`src/rtl/instr_decode.sv`:
```
module instr_decode #(
  parameter int W = 16
) (
  input  logic         clk,
  input  logic         rst_n,
  input  logic [W-1:0] instr_i,
  input  logic [3:0]   flags_i,
  output logic [2:0]   cls_o,
  output logic [2:0]   rega_o,
  output logic [2:0]   regb_o,
  output logic [2:0]   dest_o,
  output logic [W-1:0] imm_o,
  output logic [3:0]   alu_op_o,
  output logic         wr_en_o,
  output logic         link_o,
  output logic         taken_o
);
  localparam logic [2:0] C_ALU = 3'd0, C_LD = 3'd1, C_ST = 3'd2, C_ADDI = 3'd3,
                         C_LUI = 3'd4, C_BCC = 3'd5, C_JMP = 3'd6, C_JR = 3'd7;
  localparam logic [3:0] OP_ADD = 4'd4;
  localparam logic [2:0] LINK_REG = 3'd7;

  logic [2:0] cls;
  logic       lnk;
  logic       flag_hit;
  logic [2:0]   n_rega, n_regb, n_dest;
  logic [W-1:0] n_imm;
  logic [3:0]   n_op;
  logic         n_we, n_link, n_taken;

  assign cls      = instr_i[15:13];
  assign lnk      = instr_i[12];
  assign flag_hit = flags_i[instr_i[11:10]] ^ instr_i[12];

  always_comb begin
    n_rega  = '0;
    n_regb  = '0;
    n_dest  = '0;
    n_imm   = '0;
    n_op    = '0;
    n_we    = 1'b0;
    n_link  = 1'b0;
    n_taken = 1'b0;
    case (cls)
      C_ALU: begin
        n_op   = instr_i[12:9];
        n_regb = instr_i[8:6];
        n_rega = instr_i[5:3];
        n_dest = instr_i[2:0];
        n_we   = 1'b1;
      end
      C_LD, C_ADDI: begin
        n_imm  = {{(W-7){instr_i[12]}}, instr_i[12:6]};
        n_rega = instr_i[5:3];
        n_dest = instr_i[2:0];
        n_op   = OP_ADD;
        n_we   = 1'b1;
      end
      C_ST: begin
        n_imm  = {{(W-7){instr_i[12]}}, instr_i[12:9], instr_i[2:0]};
        n_rega = instr_i[5:3];
        n_regb = instr_i[8:6];
        n_op   = OP_ADD;
      end
      C_LUI: begin
        n_imm  = {instr_i[12:3], 6'b0};
        n_dest = instr_i[2:0];
        n_we   = 1'b1;
      end
      C_BCC: begin
        n_imm   = {{(W-10){instr_i[9]}}, instr_i[9:0]};
        n_taken = flag_hit;
      end
      C_JMP: begin
        n_imm   = {{(W-12){instr_i[11]}}, instr_i[11:0]};
        n_taken = 1'b1;
        n_link  = lnk;
        n_we    = lnk;
        n_dest  = lnk ? LINK_REG : 3'd0;
      end
      default: begin
        n_rega  = instr_i[5:3];
        n_taken = 1'b1;
        n_link  = lnk;
        n_we    = lnk;
        n_dest  = lnk ? LINK_REG : 3'd0;
      end
    endcase
  end

  always_ff @(posedge clk or negedge rst_n) begin
    if (!rst_n) begin
      cls_o    <= '0;
      rega_o   <= '0;
      regb_o   <= '0;
      dest_o   <= '0;
      imm_o    <= '0;
      alu_op_o <= '0;
      wr_en_o  <= 1'b0;
      link_o   <= 1'b0;
      taken_o  <= 1'b0;
    end else begin
      cls_o    <= cls;
      rega_o   <= n_rega;
      regb_o   <= n_regb;
      dest_o   <= n_dest;
      imm_o    <= n_imm;
      alu_op_o <= n_op;
      wr_en_o  <= n_we;
      link_o   <= n_link;
      taken_o  <= n_taken;
    end
  end
endmodule

```
`config.mk`:
```
export PLATFORM = sky130hd
export DESIGN_NAME = instr_decode
export DESIGN_NICKNAME = d
export VERILOG_FILES = /design/src/rtl/instr_decode.sv
export SDC_FILE = /design/constraint.sdc
export NUM_CORES = 1
export LEC_CHECK = 0
export BUFFER_PORTS_ARGS = -buffer_cell sky130_fd_sc_hd__buf_2
export CAP_MARGIN = 20
export CORE_MARGIN = 2
export CORE_UTILIZATION = 42
export DETAILED_ROUTE_END_ITERATION = 8
export GPL_ROUTABILITY_DRIVEN = 0
export HOLD_SLACK_MARGIN = 0.12
export PLACE_DENSITY = 0.73
export SLEW_MARGIN = 20
export SYNTH_ARGS = -nofsm -noshare
export SYNTH_HDL_FRONTEND = slang
export SYNTH_SLANG_ARGS = --single-unit
```
`constraint.sdc`:
```
create_clock -name clk -period 0.8 [get_ports clk]
set_input_delay 0.04 -clock clk [delete_from_list [all_inputs] [get_ports clk]]
set_output_delay 0.04 -clock clk [all_outputs]
set_load 0.005 [all_outputs]
```
Word level (Yosys, flattened, before mapping)
Cells that the tools add are included.
{ "totals": {"word_cells": 37, "ff_bits": 35, "output_inout_bits": 35, "inputBits": 22} }
{ "op_classes": {"n_lt_le_gt_ge": 1, "eq_ne": 6, "n_mux": 11, "bitwise_logic": 1, "reduce_logical": 9} }
{ "op_table": {"columns": ["operator", "count"], "rows": [
  ["16-bit case mux with 5 select lines", 1],
  ["3-bit == test (second input constant)", 3],
  ["3-bit 2-to-1 mux", 3],
  ["4-bit case mux with 2 select lines", 1],
  ["3-bit by 2-bit == test with 1-bit output (second input constant)", 2],
  ["3-bit case mux with 2 select lines", 1],
  ["2-bit OR reduction", 3],
  ["3-bit OR reduction", 2],
  ["6-bit OR reduction", 1],
  ["5-bit OR reduction", 1],
  ["1-bit case mux with 2 select lines", 2],
  ["4-bit OR reduction", 1],
  ["3-bit by 1-bit == test with 1-bit output (second input constant)", 1],
  ["3-bit zero test", 1],
  ["2-bit by 3-bit < comparator with 1-bit output (second input constant)", 1],
  ["1-bit binary-select mux with 2-bit select", 1],
  ["1-bit 2-to-1 mux", 2],
  ["1-bit XOR", 1]
]} }

Depth between registers and ports, before layout
{ "logic_depth": {"word_depth": 4, "ltp_mapped": 5, "ltp_nobuf": 3} }

Least setup slack after synthesis
Ideal clock, no wire load.
{ "synth_timing": {"path_kind": "input to register", "from": "in instr_i[10]", "to": "reg taken_o", "setup_slack_ps": -147, "required_time_ps": 674, "t_arrival_ps": 821, "setup_ps": 126, "n_path_buf": 0, "stages": 2, "path_cell_list": "mux4_2 a221o_1"} }
{ "synth_via": {"elab_chain_cells": 4} }
{ "synth_lines": {"columns": ["element", "line_no", "rtl"], "rows": [
  ["from (decl)", "6", "input logic [W-1:0] instr_i,"],
  ["1-bit binary-select mux with 2-bit select", "33", "assign flag_hit = flags_i[instr_i[11:10]] ^ instr_i[12];"],
  ["1-bit 2-to-1 mux (implied by the code)", "33", null],
  ["1-bit XOR", "33", null],
  ["1-bit case mux with 2 select lines", "44", "case (cls)"],
  ["named net n_taken", "29", "logic n_we, n_link, n_taken;"],
  ["to (signal assigned)", "111", "taken_o <= n_taken;"],
  ["to (decl)", "16", "output logic taken_o"]
]} }
The timed path passes the listed nets, and every way through them passes these cells. The select of a mux whose other input is x is not followed.

Worst setup path in the final report
{ "layout_timing": {"from": "reg dest_o[2]", "to": "out dest_o[2]"} }
{ "layout_lines": {"columns": ["element", "line_no", "rtl"], "rows": [
  ["from (decl)", "11", "output logic [2:0] dest_o,"],
  ["from (signal assigned)", "106", "dest_o <= n_dest;"]
]} }
No word-level cell between the ends.

==> results.md <==
- Routed Antenna Nets: 0
- Status: finished, violations left
- Distinct cells, synth: 35
- Vias in the first global route: 1309
- Final min period: about 0.89 ns
- Ratio of cells with drive above 1 in the final layout: 43.66%
- Clock-pin slew on the worst setup and hold paths: between 0.1 and 0.15 ns
- Router iterations before antenna repair: 4
- Setup_tns: -2.264 ns
- TritonCTS Buffers: 5
- Fmax: 1.128 GHz
- Antenna violations before repair: 0
- Die height: 62.20 um
- Final setup viols: 35
- Mean Syn Cell Area: 11.76 sq um
- Syn Inst Count: 121
- Max IR drop VDD: between 0.0008 and 0.0009 V
- DRT iter0 DRCs: 101
- CP Max Fanout: 1
- Critical path's top delay family: flip-flops
- Synth warnings: 0
- GRT overflow: 0
- Die width: 62.20 um
- Row Count: 21
- I/O pin count: between 50 and 60
- CP endpoint kind: output pin
- Final nets: approximately 230
- DR WL/cell: 15.33 um
- Via Count: ~1300
- Critical Path RT: ~0.76 ns
- Post-route cell area: 0.002147 sq mm
- CP arrival: ~0.85 ns
- Normalized max-slew margin: just over 70%
- Part of the cycle the worst path needs: 110.8%
- Clock sinks: 35
- Failing checks: setup timing
- Area grow syn2layout: 50.92%
- First-pass GRT wire length: 6134 um
- Worst hold path class: in -> reg
- Final WL: just under 4000 um
- Total nets after synthesis: 143
- Die area: 0.003869 sq mm
- Final Hold Vio Count: 0
- Area after DPL: 0.001894 sq mm
- Final core area utilization: 65.37%
- Pin count of the biggest net entering global routing: 36
- PwrDens: 1654 mW/mm^2
- FFs w/ async S/R, synth: 100.0%
- Top FF cell, synth: dfrtp_1
- IO Port Bufs: 56
- Sequential share of the synthesized area: about three fifths
- Startpoint types: flop
- H-tree Lvls: 2
- Fin. max-slew vios: 0
- MaxCap Viol Count: 0
- Slew @ Worst Pin: between 0.4 and 0.5 ns
- Final worst-path setup slack: -0.08661 ns
- Worst path max stage delay: around 0.39 ns
- CORE AREA: 0.003284 sq mm
- Diodes inserted: 0
- Flops & latches, synth: 35
- Post-CTS Setup Bufs: 0
- Crit path max-delay cell type: dfrtp_1
- EDFF count, synth: 0
- Via density: just over 5
- RSZ-0062 raised after global routing: true
- Root Driver: clkbuf_4
- DP Wirelength: approximately 2600 um
- Starting density of the core: 43.31%
- DRC viols: 0
- Worst path buffer plus inverter count: 1
- TritonCTS clock tree: built
- CP Cell Sequence: buf_2
- Worst Setup Path Type: reg -> out
- GRT Total Usage: between 20 and 25%
- Leakage: 1.159 nW
- Clock Tree Buf Depth: 2
- Area of the mapped netlist: around 0.0014 sq mm
==> registers in the layout, indices dropped and copies added (netlist names) <==
register and count:
alu_op_o 4, cls_o 3, dest_o 3, imm_o 16, link_o 1, rega_o 3
regb_o 3, taken_o 1, wr_en_o 1
==> repair_timing <==
action                                 4_1_cts  5_1_grt
hold buffers                                18        2
pin swaps                                    0        4
setup endpoints to repair                   36       46
endpoints found under the hold margin       64        3
gates resized for setup                      1        9
==> cells in the final DEF (no fill, tap or decap), types with 3 or more instances in the layout <==
cell type / Yosys / routed
inv_1: 6 / 6
nand3_1: 8 / 8
buf_4: 0 / 18
o21a_1: 3 / 3
clkbuf_4: 0 / 5
a21boi_0: 3 / 3
buf_2: 6 / 54
nand2_1: 4 / 4
nor2_1: 8 / 7
dlymetal6s4s_1: 0 / 4
a21oi_1: 6 / 5
and2_1: 3 / 3
dlygate4sd3_1: 0 / 14
clkinv_2: 0 / 3
o221ai_1: 4 / 3
mux2i_1: 4 / 4
dfrtp_1: 35 / 35
==> Yosys cell counts (3+ instances only) <==
| cell type | count | share of area, % |
|---|---|---|
| inv_1 | 6 | 1.6 |
| nand2_1 | 4 | 1.1 |
| and2_1 | 3 | 1.3 |
| nand3_1 | 8 | 2.8 |
| o221ai_1 | 4 | 2.5 |
| nor2b_1 | 3 | 1.3 |
| dfrtp_1 | 35 | 62 |
| a21oi_1 | 6 | 2.1 |
| o21a_1 | 3 | 1.6 |
| buf_2 | 6 | 2.1 |
| mux2i_1 | 4 | 2.8 |
| o21ai_0 | 3 | 1.1 |
| a21boi_0 | 3 | 1.6 |
| nor2_1 | 8 | 2.1 |
==> routing by layer <==
metal	wire, um	part of all wire [%]	vias to the layer above	track usage (%)
met5	0	0	-	0
met4	134	3.4	0	12.50
met1	1558	39	651	24.28
met3	232	5.8	16	3.804
li1	-	-	614	-
met2	2046	52	64	35.05
==> where the power goes <==
part	leakage (nW)	total, W	switching, W	internal [W]
registers	0.440	0.00193	0.0000310	0.00189
clock network	0.0347	0.000895	0.000569	0.000327
logic	0.684	0.000731	0.000361	0.000369
total	1.16	0.00355	0.000961	0.00259
==> layout make-up <==
| type | count | area, sq um |
|---|---|---|
| sequential | 35 | 875.8 |
| clock buffer | 5 | 37.54 |
| fill | 248 | 1137 |
| timing repair buffer | 91 | 615.6 |
| multi-input combinational | 73 | 523.0 |
| inverter | 6 | 22.52 |
| tap | 46 | 57.56 |
| clock inverter | 3 | 15.01 |
==> stage by stage <==
stage,power [W],setup WS (ns),hold slack [ns],instances
floorplan,0.002234,-0.1467,-0.2556,121
global placement,0.002576,-0.2824,0.004423,235
detailed placement,0.002591,-0.3624,0.01104,235
CTS,0.003545,-0.09298,-0.01427,261
global route,0.003737,-0.1304,0.1130,259
finish,0.003552,-0.08661,0.1010,259
==> kinds of logic after synthesis <==
logic type / Yosys count / synth area share [%]
AOI/OAI and AO/OA: 32 / 15.92
buffers and inverters: 13 / 3.958
DFF: 35 / 61.57
muxes: 6 / 5.189
and+or+nand+nor: 35 / 13.37
==> path summary, 6_finish.rpt <==
kind	cells past startpoint	slack (ns)	from	to
max in group asynchronous	3	0.44	rst_n	imm_o[6]
worst max-delay path	1	-0.09	dest_o[2]	dest_o[2]
worst min-delay path	3	0.10	instr_i[12]	taken_o
min in group asynchronous	3	0.18	rst_n	regb_o[1]
Power figures use the tool's default switching activity.
